--- src/rtl/irqc_pkg.sv ---
package irqc_pkg;

    // Per-channel filter state. The two qualifying states keep the last
    // accepted level while the opposite level is being timed.
    typedef enum logic [1:0] {
        FLT_QUIET   = 2'd0,
        FLT_FALLING = 2'd1,
        FLT_PENDING = 2'd2,
        FLT_RISING  = 2'd3
    } flt_state_e;

    function automatic int unsigned max_u(input int unsigned a, input int unsigned b);
        return (a > b) ? a : b;
    endfunction

endpackage

--- src/rtl/irqc_sync.sv ---
// Multi-flop synchronizer for a vector of asynchronous active-low lines.
// Every stage resets to 1, which is the inactive level.
module irqc_sync #(
    parameter int WIDTH  = 4,
    parameter int STAGES = 2
) (
    input  logic             clk,
    input  logic             rst_n,
    input  logic [WIDTH-1:0] async_in,
    output logic [WIDTH-1:0] sync_out
);

    logic [WIDTH-1:0] stage_q [STAGES];

    always_ff @(posedge clk or negedge rst_n) begin
        if (!rst_n) begin
            for (int s = 0; s < STAGES; s++) begin
                stage_q[s] <= '1;
            end
        end else begin
            stage_q[0] <= async_in;
            for (int s = 1; s < STAGES; s++) begin
                stage_q[s] <= stage_q[s-1];
            end
        end
    end

    assign sync_out = stage_q[STAGES-1];

endmodule

--- src/rtl/irqc_filter.sv ---
// Pulse-width rejection filter for one active-low line. A new level is
// accepted only after it has been seen on a full window of consecutive
// samples. The low and high windows are separate. Both must be >= 2.
module irqc_filter
    import irqc_pkg::*;
#(
    parameter int LOW_HOLD  = 200,
    parameter int HIGH_HOLD = 100,
    parameter int CNT_W     = 8
) (
    input  logic clk,
    input  logic rst_n,
    input  logic lvl_n,      // synchronized raw level, active low
    output logic pending     // filtered: 1 = interrupt asserted
);

    localparam logic [CNT_W-1:0] LOW_LAST  = CNT_W'(LOW_HOLD - 1);
    localparam logic [CNT_W-1:0] HIGH_LAST = CNT_W'(HIGH_HOLD - 1);
    localparam logic [CNT_W-1:0] CNT_ONE   = CNT_W'(1);

    flt_state_e       state_q, state_d;
    logic [CNT_W-1:0] cnt_q, cnt_d;

    // State register
    always_ff @(posedge clk or negedge rst_n) begin
        if (!rst_n) begin
            state_q <= FLT_QUIET;
            cnt_q   <= '0;
        end else begin
            state_q <= state_d;
            cnt_q   <= cnt_d;
        end
    end

    // Next-state logic; cnt_q holds the number of samples already seen at
    // the level being qualified.
    always_comb begin
        state_d = state_q;
        cnt_d   = cnt_q;
        unique case (state_q)
            FLT_QUIET: begin
                if (!lvl_n) begin
                    state_d = FLT_FALLING;
                    cnt_d   = CNT_ONE;
                end
            end
            FLT_FALLING: begin
                if (lvl_n) begin
                    state_d = FLT_QUIET;      // low glitch dropped
                    cnt_d   = '0;
                end else if (cnt_q == LOW_LAST) begin
                    state_d = FLT_PENDING;
                    cnt_d   = '0;
                end else begin
                    cnt_d   = cnt_q + CNT_ONE;
                end
            end
            FLT_PENDING: begin
                if (lvl_n) begin
                    state_d = FLT_RISING;
                    cnt_d   = CNT_ONE;
                end
            end
            FLT_RISING: begin
                if (!lvl_n) begin
                    state_d = FLT_PENDING;    // high glitch dropped
                    cnt_d   = '0;
                end else if (cnt_q == HIGH_LAST) begin
                    state_d = FLT_QUIET;
                    cnt_d   = '0;
                end else begin
                    cnt_d   = cnt_q + CNT_ONE;
                end
            end
        endcase
    end

    // Output decode: the accepted level is low in both pending-side states
    always_comb begin
        unique case (state_q)
            FLT_QUIET,   FLT_FALLING: pending = 1'b0;
            FLT_PENDING, FLT_RISING:  pending = 1'b1;
        endcase
    end

endmodule

--- src/rtl/irqc_combiner.sv ---
// Filtered interrupt combiner: synchronize, filter per channel, merge.
module irqc_combiner
    import irqc_pkg::*;
#(
    parameter int N_CH        = 4,
    parameter int SYNC_STAGES = 2,
    parameter int LOW_HOLD    = 200,
    parameter int HIGH_HOLD   = 100
) (
    input  logic            clk,
    input  logic            rst_n,
    input  logic [N_CH-1:0] irq_in_n,
    output logic [N_CH-1:0] irq_status,
    output logic            irq_drive_low
);

    localparam int CNT_W = $clog2(max_u(LOW_HOLD, HIGH_HOLD) + 1);

    logic [N_CH-1:0] sync_lvl;

    irqc_sync #(
        .WIDTH  (N_CH),
        .STAGES (SYNC_STAGES)
    ) u_sync (
        .clk      (clk),
        .rst_n    (rst_n),
        .async_in (irq_in_n),
        .sync_out (sync_lvl)
    );

    for (genvar ch = 0; ch < N_CH; ch++) begin : g_chan
        irqc_filter #(
            .LOW_HOLD  (LOW_HOLD),
            .HIGH_HOLD (HIGH_HOLD),
            .CNT_W     (CNT_W)
        ) u_filter (
            .clk     (clk),
            .rst_n   (rst_n),
            .lvl_n   (sync_lvl[ch]),
            .pending (irq_status[ch])
        );
    end

    // Wired-AND of the active-low lines becomes an OR of pending flags
    assign irq_drive_low = |irq_status;

endmodule

--- config.mk ---
export PLATFORM = sky130hd
export DESIGN_NAME = irqc_combiner
export DESIGN_NICKNAME = d
export VERILOG_FILES = /design/src/rtl/irqc_pkg.sv /design/src/rtl/irqc_sync.sv /design/src/rtl/irqc_filter.sv /design/src/rtl/irqc_combiner.sv
export SDC_FILE = /design/constraint.sdc
export NUM_CORES = 1
export LEC_CHECK = 0
export ABC_AREA = 1
export CAP_MARGIN = 20
export CORE_ASPECT_RATIO = 0.75
export CORE_MARGIN = 1
export CORE_UTILIZATION = 30
export CTS_BUF_LIST = sky130_fd_sc_hd__clkbuf_2 sky130_fd_sc_hd__clkbuf_4 sky130_fd_sc_hd__clkbuf_8
export DETAILED_ROUTE_END_ITERATION = 10
export DONT_BUFFER_PORTS = 1
export HOLD_SLACK_MARGIN = 0.02
export PLACE_DENSITY_LB_ADDON = 0.3
export SYNTH_ARGS = -nofsm -noshare
export SYNTH_HDL_FRONTEND = slang
export SYNTH_SLANG_ARGS = --single-unit
--- constraint.sdc ---
create_clock -name clk -period 1.7 [get_ports clk]
set_input_delay 0.34 -clock clk [delete_from_list [all_inputs] [get_ports clk]]
set_output_delay 0.34 -clock clk [all_outputs]
set_load 0.01 [all_outputs]
* Word-level counts from Yosys, hierarchy flattened
Cells that the tools add are included.
** Operators by class
- Equality and inequality tests :: 36
- Multiplexer cells :: 60
- Add/sub/neg operators :: 4
- Reductions and logical operators :: 21
** Operators by type and width (count)
- 8-bit two-way mux :: 24
- 8-bit one-hot mux with 4 select lines :: 4
- 2-bit two-way mux :: 24
- 8-bit by 1-bit adder with 8-bit output (second input constant) :: 4
- 8-bit by 7-bit == test with 1-bit output (second input constant) :: 4
- 8-bit == test (second input constant) :: 4
- 2-bit one-hot mux with 4 select lines :: 4
- 3-bit by 2-bit != test with 1-bit output (second input constant) :: 8
- 2-bit == test (second input constant) :: 8
- 2-bit != test (second input constant) :: 8
- 4-bit AND reduction :: 4
- 2-bit OR reduction :: 8
- 2-bit by 1-bit == test with 1-bit output (second input constant) :: 4
- 2-bit logical NOT :: 4
- 1-bit one-hot mux with 2 select lines :: 4
- 2-bit AND reduction :: 4
- 4-bit OR reduction :: 1
** Storage, ports and cells
- Output and inout bits :: 5
- Logic and storage cells :: 131
- Input bits :: 6
- Flip-flop bits (word level) :: 48

* Depth between registers and ports, before layout
- Depth after elaboration :: 4
- Mapped depth :: 8
- Gate-level depth less buffers :: 8

* Cells and area by module
A second synthesis with hierarchy kept.
** Unflattened totals
- Cells, all modules :: 401
- Area, all modules :: 2997.9 µm²
** Modules (own cells, without submodules)
- irqc_filter at g_chan[0].u_filter ... :: area each 694.4 µm², instances 3, cells each 97, seq. area each 250.2 µm²
- irqc_filter at g_chan[3].u_filter :: area each 663.1 µm², instances 1, cells each 95, seq. area each 250.2 µm²
- irqc_sync :: area each 240.2 µm², instances 1, cells each 12, seq. area each 210.2 µm²
- irqc_combiner :: area each 11.3 µm², instances 1, cells each 3, seq. area each 0.0 µm²

* Worst setup path before layout
Ideal clock, no wire load.
- Kind :: register to register
- Start point :: register g_chan[3].u_filter.cnt_q[0]
- End point :: register with a tool-made name
- Clock period less this slack :: 1.239 ns
- Arrival :: 1.122 ns
- Slack :: 0.461 ns
- Data required time :: 1.583 ns
- Cell stages (with the launch flop) :: 8
- Buffers on the path :: 0
- Setup time :: 0.117 ns
- Cell sequence :: dfrtp_1 > ha_1 > nor3b_1 > nand2_1 > nand2_2 > nand3_1 > nand2_1 > nand2_1
** RTL lines
- start, declared :: RTL line irqc_filter.sv:22 : logic [CNT_W-1:0] cnt_q, cnt_d;
- start signal, assigned :: RTL line irqc_filter.sv:31 : cnt_q <= cnt_d;

==> reports/qor.yml <==
outcome:
  outcome: "finished, violations left"
  violations: "DRC"
timing:
  worstMarginPinSlew_ns: 0.3358
  slew_headroom_pct: 77.61
  setup_viol: 0
  hold_slack_ns: 0.3571
  drv_slew: 0
  rsz0062_at_grt: "no"
  post-route-min-period_ns: 1.535
  setup-tns-final_ns: 0
  finalCritPeriodShare_pct: 90.32
  timing.fmax_ghz: 0.6513
  fin_ws_ns: 0.1646
  final_hold_viol_count: 0
  fin_worst_skew_ns: 0.007560
synth:
  synth_warnings: 0
  synth_area_um2: 2739
  syn_nets: 386
  ys_ff_latch: 48
  synthDistinctLibCells: 26
  syn_inst: 375
  avgSynthCellArea_um2: 7.304
  yosysSeqAreaShare_pct: 44.22
cts:
  numCtsBuffers: 5
  clockBufferDepth: 2
  htreeDepth: 2
  clk_pin_slew_ns: 0.09
  post_cts_buffers: 0
  cts_tree: "built"
  cts_root_buf: "clkbuf_8"
  clk_latency_ns: 0.30
  clkSinkCount: 48
route:
  drt_pass1_iterations: 8
  drt_first_iter_violations: 106
  ant_nets: 0
  vias: 2192
  drc: 1
  wl_um: 5232
  avgRoutedWirePerCell_um: 10.70
  via_per_inst: 4.483
finish:
  seq_area_um2: 1211
  layout-drive-gt1-share_pct: 12.34
  area_growth_pct: 10.19
  final_cell_mix: "128 x nand2_1, 50 x inv_1, 40 x dfrtp_1, 38 x nor2_1, 27 x nand3_1"
  layout.cells.most_common: "nand2_1"
  antenna_cells: 0
  fill_cells: 861
  multi_input_area_um2: 1280
  stdcell_count: 489
  nets: 391
worst_setup_path:
  crit_chain: "nor2_1 -> nand3_1"
  path_max_fanout: 6
  cp_slowest_cell: "dfrtp_1"
  cp_num_buf_inv: 0
  crit_family: "flip-flops"
  critPathArrivalTime_ns: 1.20
  worstSetupPathType: "reg2out"
  reg2regPathDepth: 7
  slowest_delay_ns: 0.51
  cp.depth: 2
  startpoint_type: "register"
  worstPathRequired_ns: 1.36
  end_kind: "output pin"
place:
  io_buffers: 0
  gp_congestion: 0.8807
  place_inst: 475
  post-place-ws_ns: 0.2709
  detailed_place_hpwl_um: 3737
grt:
  grt_pass1_vias: 1935
  antenna_found_initial: 0
  overflow: 0
  grt_max_degree: 49
  grt_use_total_pct: 12.05
  grt_pass1_wl_um: 9177
floorplanning:
  die_x_um: 112.3
  io_pins: 11
  fp.dieH_um: 84.75
  num_rows: 29
  floorplan.die_area_um2: 9520
  core-area_um2: 8672
  initial_utilization_pct: 31.58
worst_hold_path:
  min_path_type: "reg2reg"
  hold-path-cell-count: 0
run:
  maxCapViolCount: 0
pwr:
  vdd_drop_max_uv: 437.3
  p_leak_nw: 1.551
  pwr_density_cell_nw_per_um2: 1202
## registers in the layout, summed over array words and instances (netlist names), named ones only
| name | count |
|---|---|
| u_sync.sync_out | 4 |
| g_chan.u_filter.state_q | 4 |
| u_sync.stage_q | 4 |
| g_chan.u_filter.cnt_q | 32 |
## metrics by stage
| step | cell area, um2 | total power [mW] | utilization (%) |
|---|---|---|---|
| floorplan | 2739 | 2.584 | - |
| global placement | 2829 | 2.772 | 32.62 |
| detailed placement | 2829 | 2.775 | 32.62 |
| CTS | 3018 | 3.690 | 34.80 |
| global route | 3018 | 3.940 | 34.80 |
| finish | 3018 | 3.627 | 34.80 |
## synth_stat cells, drive strengths merged
cell / number / area [um2]
nand2: 142 / 583.1
dfrtp: 40 / 1001
nor2: 44 / 180.2
dfstp: 8 / 210.2
nand4: 7 / 43.79
o211ai: 2 / 15.01
buf: 4 / 30.03
o21ai: 21 / 116.4
inv: 54 / 202.7
a21oi: 2 / 10.01
clkbuf: 4 / 15.01
ha: 5 / 62.56
nand3: 29 / 155.2
nor3: 2 / 21.27
nand3b: 1 / 7.510
nor3b: 1 / 7.510
mux2i: 1 / 10.01
o21bai: 2 / 15.01
xor2: 6 / 52.55
## metal layers
metal  track usage [%]  routed length (um)  vias to the layer above  share of wire (%)
met1             17.37                2757                      972                 53
met2             17.17                2130                       49                 41
met4             3.636                  53                        0                1.0
li1                  -                   -                     1165                  -
met3             3.682                 291                        6                5.6
met5                 0                   0                        -                  0
## report_power, final
part           leakage (nW)  switching, mW  total (mW)  internal (mW)
registers             0.618          0.282        1.64           1.35
logic                 0.874          0.748        1.14          0.394
clock network        0.0586          0.394       0.848          0.453
total                  1.55           1.42        3.63           2.20
## area by class of cell
class,count,share of cell area [%]
clock buffer,6,2.529
clock inverter,2,1.161
inverter,54,6.716
multi-input combinational,265,42.41
sequential,48,40.13
tap,108,4.478
timing repair buffer,6,2.570
## worst reg2reg max path, delay by kind of cell (launching register included)
kind | cells | cell delay (ns)
flops | 1 | 0.43
fa+ha+maj | 1 | 0.24
compound gates | 1 | 0.08
simple gates | 5 | 0.57
## logic make-up after synthesis
family	count (synthesis)	share of synthesized area, %
and+or+nand+nor	226	36.46
adders and majority gates	5	2.284
DFF	48	44.22
muxes	1	0.3655
buffers and inverters	62	9.045
xor gates and xnor gates	6	1.919
AOI/OAI and AO/OA	27	5.710
## what timing repair did
action / 4_1_cts / 5_1_grt
hold endpoints to repair: 52 / 0
gates resized for setup: 0 / 0
hold buffers: 6 / 0
endpoints found under the setup margin: 0 / 0
## worst paths after layout
check	start	endpoint	slack, ns
setup / recovery	register	irq_drive_low	0.16
hold reg to reg	u_sync.stage_q[4]	u_sync.sync_out[0]	0.36
min in group asynchronous	rst_n	g_chan[0].u_filter.cnt_q[4]	0.54
hold / removal	u_sync.stage_q[4]	u_sync.sync_out[0]	0.36
max in group asynchronous	rst_n	u_sync.stage_q[6]	0.88
setup reg to reg	g_chan[3].u_filter.cnt_q[0]	g_chan[3].u_filter.cnt_q[7]	0.27
No activity file was read; power rests on OpenSTA's default activity.
